===== src/rtl/bb_pkg.sv =====
package bb_pkg;

    localparam int BB_DW        = 32;
    localparam int BB_IDX_W     = $clog2(BB_DW);
    localparam int BB_EXPAND_L2 = $clog2(BB_DW);   // alias bytes per target byte, log2
    localparam int BB_WORD_L2   = 2;               // byte offset bits inside a word

    typedef enum logic [1:0] {
        ST_IDLE,
        ST_PASS,
        ST_FETCH,
        ST_STORE
    } bb_state_e;

    typedef struct packed {
        logic                 hit;
        logic [BB_DW-1:0]     word_addr;
        logic [BB_IDX_W-1:0]  bit_idx;
    } bb_hit_t;

    typedef struct packed {
        logic                 write;
        logic                 is_bb;
        logic [BB_DW-1:0]     addr;
        logic [BB_IDX_W-1:0]  bit_idx;
        logic [BB_DW-1:0]     wdata;
    } bb_req_t;

    function automatic logic [BB_DW-1:0] bb_merge(input logic [BB_DW-1:0] word,
                                                 input logic [BB_IDX_W-1:0] idx,
                                                 input logic val);
        logic [BB_DW-1:0] sel;
        sel = {{(BB_DW-1){1'b0}}, 1'b1} << idx;
        return val ? (word | sel) : (word & ~sel);
    endfunction

    function automatic logic [BB_DW-1:0] bb_extract(input logic [BB_DW-1:0] word,
                                                   input logic [BB_IDX_W-1:0] idx);
        return {{(BB_DW-1){1'b0}}, word[idx]};
    endfunction

endpackage


===== src/rtl/bb_window_decode.sv =====
module bb_window_decode
    import bb_pkg::*;
#(
    parameter logic [31:0] TGT_BASE   = 32'h2000_0000,
    parameter logic [31:0] ALIAS_BASE = 32'h2200_0000,
    parameter int          SPAN_L2    = 20
) (
    input  logic [BB_DW-1:0] addr,
    output bb_hit_t          hit
);
    // Window covers 2**(SPAN_L2+5) alias bytes.
    localparam int WIN_L2 = SPAN_L2 + BB_EXPAND_L2;
    localparam int LO     = BB_EXPAND_L2 + BB_WORD_L2;   // first word-number bit

    logic [BB_DW-1:0] off;

    assign off = addr - ALIAS_BASE;

    always_comb begin
        hit.hit       = (off >> WIN_L2) == '0;
        hit.word_addr = TGT_BASE + {{(BB_EXPAND_L2){1'b0}}, off[BB_DW-1:LO], {BB_WORD_L2{1'b0}}};
        hit.bit_idx   = off[LO-1:BB_WORD_L2];
    end

endmodule


===== src/rtl/bb_rmw_seq.sv =====
module bb_rmw_seq
    import bb_pkg::*;
(
    input  logic             clk,
    input  logic             rst,
    input  logic             m_valid,
    input  bb_req_t          req_in,
    output logic             m_ready,
    output logic [BB_DW-1:0] m_rdata,
    output logic             t_valid,
    input  logic             t_ready,
    output logic             t_write,
    output logic [BB_DW-1:0] t_addr,
    output logic [BB_DW-1:0] t_wdata,
    input  logic [BB_DW-1:0] t_rdata,
    output logic             t_lock
);
    bb_state_e        st_q;
    bb_req_t          cap_q;
    logic [BB_DW-1:0] fetched_q;

    always_ff @(posedge clk) begin
        if (rst) begin
            st_q      <= ST_IDLE;
            cap_q     <= '0;
            fetched_q <= '0;
        end else begin
            case (st_q)
                ST_IDLE: begin
                    if (m_valid) begin
                        cap_q <= req_in;
                        st_q  <= req_in.is_bb ? ST_FETCH : ST_PASS;
                    end
                end
                ST_PASS: begin
                    if (t_ready) st_q <= ST_IDLE;
                end
                ST_FETCH: begin
                    if (t_ready) begin
                        if (cap_q.write) begin
                            fetched_q <= t_rdata;
                            st_q      <= ST_STORE;
                        end else begin
                            st_q <= ST_IDLE;
                        end
                    end
                end
                ST_STORE: begin
                    if (t_ready) st_q <= ST_IDLE;
                end
                default: st_q <= ST_IDLE;
            endcase
        end
    end

    always_comb begin
        m_ready = 1'b0;
        m_rdata = '0;
        t_valid = 1'b0;
        t_write = 1'b0;
        t_addr  = cap_q.addr;
        t_wdata = '0;
        t_lock  = 1'b0;
        case (st_q)
            ST_PASS: begin
                t_valid = 1'b1;
                t_write = cap_q.write;
                t_wdata = cap_q.wdata;
                m_ready = t_ready;
                m_rdata = t_ready ? t_rdata : '0;
            end
            ST_FETCH: begin
                t_valid = 1'b1;
                t_lock  = cap_q.write;
                if (!cap_q.write) begin
                    m_ready = t_ready;
                    m_rdata = t_ready ? bb_extract(t_rdata, cap_q.bit_idx) : '0;
                end
            end
            ST_STORE: begin
                t_valid = 1'b1;
                t_write = 1'b1;
                t_lock  = 1'b1;
                t_wdata = bb_merge(fetched_q, cap_q.bit_idx, cap_q.wdata[0]);
                m_ready = t_ready;
            end
            default: ;
        endcase
    end

endmodule


===== src/rtl/bitband_bridge.sv =====
module bitband_bridge
    import bb_pkg::*;
#(
    parameter logic [31:0] RAM_BASE       = 32'h2000_0000,
    parameter logic [31:0] RAM_ALIAS_BASE = 32'h2200_0000,
    parameter int          RAM_SPAN_L2    = 20,
    parameter logic [31:0] PER_BASE       = 32'h4000_0000,
    parameter logic [31:0] PER_ALIAS_BASE = 32'h4200_0000,
    parameter int          PER_SPAN_L2    = 20
) (
    input  logic        clk,
    input  logic        rst,
    input  logic        m_valid,
    output logic        m_ready,
    input  logic        m_write,
    input  logic [31:0] m_addr,
    input  logic [31:0] m_wdata,
    output logic [31:0] m_rdata,
    output logic        t_valid,
    input  logic        t_ready,
    output logic        t_write,
    output logic [31:0] t_addr,
    output logic [31:0] t_wdata,
    input  logic [31:0] t_rdata,
    output logic        t_lock
);
    localparam int NWIN = 2;   // index 0: RAM window, index 1: peripheral window

    bb_hit_t hits [NWIN];
    bb_req_t req;

    for (genvar g = 0; g < NWIN; g++) begin : g_win
        bb_window_decode #(
            .TGT_BASE   (g == 0 ? RAM_BASE       : PER_BASE),
            .ALIAS_BASE (g == 0 ? RAM_ALIAS_BASE : PER_ALIAS_BASE),
            .SPAN_L2    (g == 0 ? RAM_SPAN_L2    : PER_SPAN_L2)
        ) u_dec (
            .addr (m_addr),
            .hit  (hits[g])
        );
    end

    // Lowest window index wins if windows were ever configured to overlap.
    always_comb begin
        req.write   = m_write;
        req.wdata   = m_wdata;
        req.is_bb   = 1'b0;
        req.addr    = m_addr;
        req.bit_idx = '0;
        for (int i = NWIN - 1; i >= 0; i--) begin
            if (hits[i].hit) begin
                req.is_bb   = 1'b1;
                req.addr    = hits[i].word_addr;
                req.bit_idx = hits[i].bit_idx;
            end
        end
    end

    bb_rmw_seq u_seq (
        .clk     (clk),
        .rst     (rst),
        .m_valid (m_valid),
        .req_in  (req),
        .m_ready (m_ready),
        .m_rdata (m_rdata),
        .t_valid (t_valid),
        .t_ready (t_ready),
        .t_write (t_write),
        .t_addr  (t_addr),
        .t_wdata (t_wdata),
        .t_rdata (t_rdata),
        .t_lock  (t_lock)
    );

endmodule


===== config.mk =====
export PLATFORM = sky130hd
export DESIGN_NAME = bitband_bridge
export DESIGN_NICKNAME = d
export VERILOG_FILES = /design/src/rtl/bb_pkg.sv /design/src/rtl/bb_window_decode.sv /design/src/rtl/bb_rmw_seq.sv /design/src/rtl/bitband_bridge.sv
export SDC_FILE = /design/constraint.sdc
export NUM_CORES = 1
export LEC_CHECK = 0
export BUFFER_PORTS_ARGS = -buffer_cell sky130_fd_sc_hd__buf_2
export CAP_MARGIN = 0
export CELL_PAD_IN_SITES_DETAIL_PLACEMENT = 1
export CELL_PAD_IN_SITES_GLOBAL_PLACEMENT = 1
export CORE_ASPECT_RATIO = 1.1
export CORE_MARGIN = 1
export CORE_UTILIZATION = 38
export CTS_CLUSTER_DIAMETER = 120
export CTS_CLUSTER_SIZE = 25
export DETAILED_ROUTE_END_ITERATION = 6
export GPL_TIMING_DRIVEN = 0
export HOLD_SLACK_MARGIN = 0.06
export MAX_ROUTING_LAYER = met4
export PLACE_DENSITY = 0.81
export SYNTH_ARGS = -nofsm -noshare
export SYNTH_HDL_FRONTEND = slang
export SYNTH_HIERARCHICAL = 1
export SYNTH_SLANG_ARGS = --single-unit

===== constraint.sdc =====
create_clock -name clk -period 2.51 [get_ports clk]
set_input_delay 0.251 -clock clk [delete_from_list [all_inputs] [get_ports clk]]
set_output_delay 0.251 -clock clk [all_outputs]
set_load 0.1 [all_outputs]

# After elaboration in Yosys (flattened, before gate mapping)
# Index checks and enable logic that the tools add are counted.
[totals] inputBits=101 ff_bits=104 word_cells=50 out_inout_bits=100
[op_classes] n_eq_ne=6 shifts=1 n_lt_le_gt_ge=1 muxes=21 addsub=4 reduce_logical=8 n_bitwise=3
[op_table] operator="32-bit case mux with 2 select lines" count=2
[op_table] operator="32-bit two-way mux" count=3
[op_table] operator="38-bit two-way mux" count=2
[op_table] operator="32-bit zero test" count=2
[op_table] operator="31-bit by 27-bit adder with 32-bit output (first input constant)" count=1
[op_table] operator="32-bit AND" count=1
[op_table] operator="32-bit inverter" count=1
[op_table] operator="32-bit bitwise OR" count=1
[op_table] operator="1-bit by 5-bit left shift with 32-bit output (first input constant)" count=1
[op_table] operator="32-bit by 30-bit subtractor with 32-bit output (second input constant)" count=1
[op_table] operator="32-bit by 31-bit subtractor with 32-bit output (second input constant)" count=1
[op_table] operator="30-bit by 27-bit adder with 31-bit output (first input constant)" count=1
[op_table] operator="2-bit two-way mux" count=5
[op_table] operator="5-bit by 6-bit less-than comparator with 1-bit output (second input constant)" count=1
[op_table] operator="1-bit case mux with 2 select lines" count=3
[op_table] operator="2-bit case mux with 3 select lines" count=1
[op_table] operator="3-bit AND reduction" count=2
[op_table] operator="1-bit binary-select mux with 5-bit select" count=1
[op_table] operator="2-bit == test (second input constant)" count=2
[op_table] operator="1-bit two-way mux" count=4
[op_table] operator="2-bit inequality test (second input constant)" count=2
[op_table] operator="3-bit OR reduction" count=1
[op_table] operator="2-bit by 1-bit == test with 1-bit output (second input constant)" count=1
[op_table] operator="2-bit zero test" count=1
[op_table] operator="3 further kinds" count=3

# Logic depth before layout (Yosys ltp)
# Gate-level depths: netlist of run 1.
[depth] depth_word=7 ltp_mapped=11 ltp_nobuf=9

# Cells and area by module
# The synthesis of run 1 kept the hierarchy.
[by_module_without_submodules] module="bb_rmw_seq" seq_area_each_um2=2082.0 n_inst=1 cells_each=695 area_each_um2=5373.9
[by_module_without_submodules] module="bitband_bridge" seq_area_each_um2=0.0 n_inst=1 cells_each=115 area_each_um2=777.0
[by_module_without_submodules] module="bb_window_decode (g_win[0].u_dec)" seq_area_each_um2=0.0 n_inst=1 cells_each=53 area_each_um2=407.9
[by_module_without_submodules] module="bb_window_decode (g_win[1].u_dec)" seq_area_each_um2=0.0 n_inst=1 cells_each=53 area_each_um2=379.1

# Worst setup path before layout of run 1
# No wires, ideal clock.
[synth_path] path_type="register -> output" from="reg u_seq.st_q[1]" to="out m_ready" required_ps=2259 slack_ps=-802 n_path_buf=1 arrival_time_ps=3061 path_stages_with_launch=6 path_cell_list="dfxtp_1 -> inv_1 -> ha_1 -> clkbuf_1 -> nor3_1 -> nor3b_1"
[synth_between] elab_chain_len=3 word_cells_on_any_way=5 cone_classes="eq/ne (3); mux (1); reduce/logical (1)"
[synth_rtl] item="start, declared" line_no="bb_rmw_seq.sv:18" rtl="bb_state_e st_q;"
[synth_rtl] item="start signal, assigned" line_no="bb_rmw_seq.sv:32" rtl="st_q <= req_in.is_bb ? ST_FETCH : ST_PASS;"
[synth_rtl] item="2-bit by 1-bit == test with 1-bit output / 2-bit == test (equally long branches)" line_no="bb_rmw_seq.sv:64" rtl="case (st_q)"
[synth_rtl] item="2-bit OR reduction (no line)"
[synth_rtl] item="1-bit case mux with 2 select lines (*)" line_no="bb_rmw_seq.sv:64"
[synth_rtl] item="end, declared" line_no="bitband_bridge.sv:14" rtl="output logic m_ready,"
# Every way passes the cells marked *; elsewhere a longest branch is shown, timed or not.

# Worst setup path in the final report of run 1
[layout_path] from="reg u_seq/cap_q[35] in the netlist's numbering" to="out t_wdata[23]"
[layout_between] elab_chain_len=5 word_cells_on_any_way=6 cone_classes="shift (1); mux (2); bitwise (3)"
[layout_rtl] item="start, declared" line_no="bb_rmw_seq.sv:19" rtl="bb_req_t cap_q;"
[layout_rtl] item="start signal, assigned" line_no="bb_rmw_seq.sv:31" rtl="cap_q <= req_in;"
[layout_rtl] item="1-bit by 5-bit left shift with 32-bit output (*)" line_no="bb_pkg.sv:33" rtl="sel = {{(BB_DW-1){1'b0}}, 1'b1} << idx;"
[layout_rtl] item="32-bit inverter" line_no="bb_pkg.sv:34" rtl="return val ? (word | sel) : (word & ~sel);"
[layout_rtl] item="32-bit AND" line_no="bb_pkg.sv:34"
[layout_rtl] item="32-bit two-way mux (*)" line_no="bb_pkg.sv:34"
[layout_rtl] item="32-bit case mux with 2 select lines (*)" line_no="bb_rmw_seq.sv:64"
[layout_rtl] item="end, declared" line_no="bitband_bridge.sv:23" rtl="output logic [31:0] t_wdata,"
# Marked as above.

==> results of run 1 <==
-- per-layer routing --
metal / GRT usage / vias up / wire length [microns]
li1: - / 3416 / -
met1: 0.290 / 3357 / 9630
met2: 0.451 / 225 / 11700
met3: 0.0320 / 34 / 1150
met4: 0.0901 / 0 / 481
met5: - / - / 0
-- cell families (layout without fill, tap and decap cells) --
group,after synthesis,in the layout,share of synthesized area
simple gates,354,354,0.225
xor+xnor,6,6,0.00757
fa+ha+maj,9,9,0.0162
other cells,4,16,0.00216
mux,77,77,0.126
buf+inv,172,385,0.155
flops,104,104,0.300
compound gates,190,190,0.168
-- critical path, cell delays in order, from the launching register on --
cell and delay (ns):
dfxtp_4 0.38, buf_6 0.15, nand3b_1 0.26, nor2_1 0.19, mux2_1 0.36, a22o_1 0.19
buf_2 0.29
-- flip-flops by register name, summed over array words and instances, names as in the netlist --
| register | cells |
|---|---|
| u_seq/cap_q | 38 |
| u_seq/fetched_q | 32 |
| u_seq/st_q | 2 |
| u_seq/t_addr | 32 |
-- power breakdown --
group | internal, W | leakage [nW] | total (W) | switching, W
Clock | 0.000695 | 0.137 | 0.00141 | 0.000718
Sequential | 0.00185 | 0.850 | 0.00197 | 0.000125
Combinational | 0.000798 | 2.87 | 0.00332 | 0.00252
Total | 0.00334 | 3.85 | 0.00670 | 0.00336
-- cell usage after synthesis, types with 2 or more instances --
library cell	number
nand2_1	255
dfxtp_1	104
a21oi_1	102
buf_4	93
clkbuf_1	43
mux2i_1	38
a22o_1	36
and2_1	32
mux2_1	31
o21ai_1	27
nor2_1	20
buf_2	12
inv_1	12
ha_1	9
buf_1	7
nand3_1	7
nor3_1	7
o21ai_0	6
mux4_2	5
conb_1	4
nand2b_1	4
nand3b_1	4
xor2_1	4
a211oi_1	3
buf_12	3
mux2_2	3
nor2b_1	3
nor3b_2	3
a32o_1	2
and2b_1	2
and3_1	2
buf_6	2
nor3b_1	2
nor4_1	2
nor4b_1	2
o21ai_2	2
o22ai_1	2
or2_1	2
xnor2_1	2
-- area by class of cell --
cell class / count / share of cell area
inverter: 12 / 0.00510
clock inverter: 7 / 0.00736
multi-input combinational: 650 / 0.440
timing repair buffer: 200 / 0.131
antenna: 2 / 0.000566
clock buffer: 9 / 0.0255
tap: 238 / 0.0337
buffer: 157 / 0.120
sequential: 104 / 0.237
-- through the flow --
stage / hold slack, ns / TNS [ns] / util
2_1_floorplan: 0.387 / 0 / -
6_report: 0.118 / 0 / 0.496
4_1_cts: 0.111 / 0 / 0.490
3_5_place_dp: 0.448 / -5.75 / 0.465
5_1_grt: 0.122 / -0.00221 / 0.496
3_3_place_gp: 0.438 / -4.79 / 0.465
-- cells in the final DEF (no fill, tap or decap), drive strengths merged, types with 2 or more instances in the layout --
master and n:
a211oi 4, mux2 34, xnor2 2, nor2b 3
clkinvlp 2, nand2b 4, and3 2, nand3 7
buf 316, nor2 20, xor2 4, clkinv 2
nand3b 4, nor3 8, nor4b 3, dfxtp 104
mux2i 38, nor3b 5, and2 33, mux4 5
a21oi 102, and2b 2, o22ai 2, diode 2
a32o 2, clkbuf 50, conb 14, o21ai 35
a22o 36, ha 9, inv 15, nand2 255
or2 3, nor4 2
-- how the worst min path moves through the flow --
stage / end / startpoint / cells past startpoint / slack [ns]
after detailed placement: u_seq/fetched_q[1] / u_seq/fetched_q[1] / 2 / 0.45
after global placement: u_seq/fetched_q[12] / u_seq/fetched_q[12] / 2 / 0.44
after CTS: u_seq/cap_q[11] / m_wdata[11] / 3 / 0.11
final: u_seq/cap_q[11] / m_wdata[11] / 3 / 0.12
after floorplan: u_seq/fetched_q[10] / t_rdata[10] / 2 / 0.39
after global routing: u_seq/cap_q[11] / m_wdata[11] / 3 / 0.12
-- what timing repair did --
action / 4_1_cts / 5_1_grt
setup buffers: 0 / 1
setup endpoints to repair: 64 / 62
pin swaps: 0 / 4
gates resized for setup: 65 / 37
hold buffers: 0 / 0
cloned: 0 / 0
endpoints found under the hold margin: 0 / 0
==> out/metrics.cfg, run 1 <==
[run_status]
status = completed

[power]
ir_worst_vdd_uv = 496
power.density_mw_per_mm2 = 759
total_power_w = 0.00670
p_leak_nw = 3.85

[drt]
drtIter0Drc = 298
vias_per_cell = 5.10
vias = 7032
drc = 0
routedWlPerCell_microns = 16.7
ant_nets = 0
drt_first_pass_iters = 4
routed_wirelength_microns = 23000

[cells_and_area]
multi_input_area_sq_mm = 0.00389
final_net_count = 1244
fillers = 2262
finalInstanceArea_sq_mm = 0.00884
seq_area_sq_mm = 0.00209
area_delta_synth_final_pct = 27.4
drive_gt1_frac = 0.327
fin_cells = 1379

[timing]
slew_viol_final = 0
hold_viol_final = 0
max_freq_mhz = 408
final_min_period_over_clock_period = 0.976
tightest_slew_ns = 0.593
period_minus_slack_ns = 2.45
max_slew_margin = 0.605
worst_slack_ns = 0.0603
clock_skew_ns = 0.00759
finalSetupViolations = 0

[synth]
ys_warn_count = 6
yosys.area.top_type = dfxtp_1
synth_seq_cells = 104
synth.distinct_cells = 56
synth_area_per_cell_sq_um = 7.57
synth_flop_cell = dfxtp_1
yosysSeqAreaShare = 0.300
syn-cell-area_sq_mm = 0.00694
synth.area.top_cells = dfxtp_1, nand2_1, buf_4
synthCells = 916
yosys.area.top_type_share = 0.300
synthArstFlopShare = 0
synth_edf_count = 0

[clock_network]
cts_sinks = 104
cts-root-buf = clkbuf_16
clk_pin_slew_worst_paths_ns = 0.08
cts_tree = done
cts_buffers = 9
htree_num_levels = 3
clock_latency_ns = 0.36
clock_path_buffers = 2

[floorplanning]
die_w_microns = 131
io_pins = 201
coreArea_sq_mm = 0.0178
initial_core_util = 0.390
rows = 51
dieArea_sq_mm = 0.0188
die_y_microns = 144

[global_routing]
grtUsageTotal = 0.254
antenna_found_initial = 2
grt_max_degree = 20
overflow = 0
grt_first_pass_wirelength_microns = 35400
grt_pass1_vias = 6926

[hold_path]
min_path_type = input pin to flip-flop

[place]
hpwl_microns = 18000
dpl-instance-area_sq_mm = 0.00827
dp_cells = 1363
numPortBuffers = 199
globalplace.congestion = 0.877
place_ws_ns = -0.231

[critical_path]
start_kind = flip-flop
worstRegToRegCells = 7
required_ns = 2.26
reg2reg_from = u_seq/st_q[0]
rrSetupSlack_ns = 0.54
startpoint = u_seq/cap_q[35]
path_class = flip-flop to output port
worstSetupEndpointType = output port
arrival_ns = 2.20
cp-endpoint = t_wdata[23]
worstReg2RegEnd = u_seq/cap_q[24]
crit_fanout = 10

[job]
max_cap_violations = 0

Note: power is estimated with default switching activity, not from simulation.
==> run 2, diff against run 1 <==
--- a/config.mk
+++ b/config.mk
@@ -18,7 +18,7 @@
 export GPL_TIMING_DRIVEN = 0
 export HOLD_SLACK_MARGIN = 0.06
 export MAX_ROUTING_LAYER = met4
-export PLACE_DENSITY = 0.81
+export PLACE_DENSITY_LB_ADDON = 0.15
 export SYNTH_ARGS = -nofsm -noshare
 export SYNTH_HDL_FRONTEND = slang
 export SYNTH_HIERARCHICAL = 1
==> run 2 against run 1 <==
Against the previous run:
- worst setup slack got worse by 0.018 ns
- fmax decreased by 0.73%
- sequential share of layout area decreased by 0.085 points
- critical path depth unchanged
- via count decreased by 1.2%
- first-iteration DRC count decreased by 8.4%
- utilization increased by 0.12 points
- critical endpoint is now t_wdata[10]
- largest power group unchanged
- register-to-register slack got worse by 0.10 ns
- final area increased by 0.24%
- sequential power about the same
==> out/metrics.cfg, run 2 (same netlist as run 1, synthesis figures left out) <==
[global_routing]
grtUsageTotal = 0.254  ; about the same
grt_util_met3 = 0.0365  ; +0.00447
met2_usage = 0.445  ; -0.00557
antenna_found_initial = 1  ; -1
overflow = 0  ; unchanged
grt_max_degree = 19  ; -5.0%
top_usage_layer = met2
grt_first_pass_wirelength_microns = 35100  ; -0.90%
met1_usage = 0.296  ; +0.00634
grt_pass1_vias = 6619  ; -4.4%

[drt]
vias = 6949  ; -1.2%
drtIter0Drc = 273  ; -8.4%
routedWlPerCell_microns = 16.9  ; +1.2%
drt_first_pass_iters = 5  ; +1
drc = 0  ; unchanged
vias_per_cell = 5.04  ; -1.1%
routed_wirelength_microns = 23300  ; +1.1%
ant_nets = 0  ; unchanged

[critical_path]
reg2reg_from = u_seq/st_q[1]
worstRegToRegCells = 7  ; unchanged
worstSetupEndpointType = output port
required_ns = 2.26  ; about the same
path_class = flip-flop to output port
arrival_ns = 2.22  ; +0.02 ns
worstReg2RegEnd = u_seq/cap_q[20]
rrSetupSlack_ns = 0.44  ; -0.10 ns
start_kind = flip-flop
crit_fanout = 10  ; unchanged

[timing]
max_slew_margin = 0.587  ; -0.0183
timing.hold.ws_ns = 0.120  ; +0.00222 ns
final_min_period_over_clock_period = 0.983  ; +0.00719
clock_skew_ns = 0.00578  ; -0.00181 ns
rsz0062_at_grt = yes
tightest_slew_ns = 0.620  ; +0.0275 ns
hold_viol_final = 0  ; unchanged
slew_viol_final = 0  ; unchanged
finalSetupViolations = 0  ; unchanged
period_minus_slack_ns = 2.47  ; +0.0181 ns
max_freq_mhz = 405  ; -0.73%

[floorplanning]
die_w_microns = 131  ; unchanged
coreArea_sq_mm = 0.0178  ; unchanged
rows = 51  ; unchanged
die_y_microns = 144  ; unchanged
initial_core_util = 0.390  ; unchanged
dieArea_sq_mm = 0.0188  ; unchanged
io_pins = 201  ; unchanged

[cells_and_area]
regMostFlops = u_seq/cap_q
final_common_cell = nand2_1
finalInstanceArea_sq_mm = 0.00886  ; +0.24%
fillers = 2287  ; +1.1%
most-common-layout-cells = nand2_1, buf_2, buf_4
final_net_count = 1244  ; unchanged
multi_input_area_sq_mm = 0.00389  ; -0.13%
seq_area_sq_mm = 0.00209  ; -0.12%
fin_cells = 1378  ; -0.073%
area_delta_synth_final_pct = 27.7
largest_register_ffs = 38  ; unchanged
drive_gt1_frac = 0.326  ; -0.00176

[hold_path]
holdPathStages = 3  ; unchanged
min_path_type = input pin to flip-flop
hold_start = m_wdata[5]
hold-path-endpoint = u_seq/cap_q[5]

[clock_network]
clock_path_buffers = 2  ; unchanged
clk_pin_slew_worst_paths_ns = 0.08  ; about the same
cts_sinks = 104  ; unchanged
cts_hold_buf = 0  ; unchanged
cts_tree = done
cts_buffers = 9  ; unchanged
htree_num_levels = 3  ; unchanged
cts-root-buf = clkbuf_16
clock_latency_ns = 0.36  ; about the same

[place]
hpwl_microns = 18000  ; about the same
globalplace.congestion = 0.887  ; +1.2%
dpl-instance-area_sq_mm = 0.00827  ; unchanged
dp_cells = 1363  ; unchanged
numPortBuffers = 199  ; unchanged

[run_status]
status = completed

[power]
power.density_mw_per_mm2 = 770  ; +1.5%
total_power_w = 0.00682  ; +1.8%
p_leak_nw = 3.87  ; +0.41%
ir_worst_vdd_uv = 381  ; -23%

[job]
max_cap_violations = 0  ; unchanged

run 2: changes by cell type in the layout (fill, tap and decap cells not counted), moves of 2 or more:
| cell | delta |
|---|---|
| buf_6 | +13 |
| buf_4 | -8 |
| clkinvlp_4 | -2 |
| buf_12 | -2 |
run 2: timing repair:
action,4_1_cts,5_1_grt
endpoints found under the hold margin,0,0
setup buffers,0,1
pin swaps,0,5
gates resized for setup,64,46
gates cloned,0,0
endpoints found under the setup margin,64,62
run 2: report_power, final:
| part | internal (W) | total [W] | switching (W) |
|---|---|---|---|
| Combinational | 0.000814 | 0.00334 | 0.00253 |
| Clock | 0.000788 | 0.00151 | 0.000718 |
| Sequential | 0.00185 | 0.00197 | 0.000127 |
run 2: per-layer routing:
layer / routed length [microns] / up-vias
li1: - / 3407
met1: 9800 / 3317
met2: 11900 / 199
met3: 1150 / 26
met4: 423 / 0
met5: 0 / -
run 2: area by class of cell:
class,instances,share of cell area
tap,238,0.0336
timing repair buffer,200,0.133
clock buffer,9,0.0254
inverter,12,0.00509
clock inverter,7,0.00876
antenna,1,0.000283
multi-input combinational,650,0.439
buffer,157,0.119
sequential,104,0.236
run 2: critical path, stage by stage (launching register included):
cell and delay, ns:
dfxtp_2 0.44, buf_6 0.19, nand3b_1 0.19, nor3_1 0.26, mux2_1 0.35, a22o_1 0.19
buf_4 0.23
run 2: worst max path at each step:
stage | depth (start not counted) | start | to | slack (ns)
6_report | 6 | u_seq/cap_q[35] | t_wdata[10] | 0.04
5_1_grt | 6 | u_seq/cap_q[34] | t_wdata[12] | -0.01
4_1_cts | 6 | u_seq/cap_q[33] | t_wdata[17] | -0.03
3_5_place_dp | 7 | u_seq/st_q[1] | m_rdata[31] | -0.34
3_3_place_gp | 7 | u_seq/st_q[1] | m_rdata[31] | -0.31
2_1_floorplan | 4 | u_seq/cap_q[32] | m_rdata[0] | 0.12
run 2: stage by stage:
| step | setup TNS, ns | setup slack, ns | utilization |
|---|---|---|---|
| 6_report | 0 | 0.0423 | 0.498 |
| 3_5_place_dp | -8.13 | -0.345 | 0.465 |
| 4_1_cts | -0.0664 | -0.0250 | 0.490 |
| 5_1_grt | -0.0108 | -0.0108 | 0.498 |
| 3_3_place_gp | -5.96 | -0.310 | 0.465 |
| 2_1_floorplan | 0 | 0.119 | - |
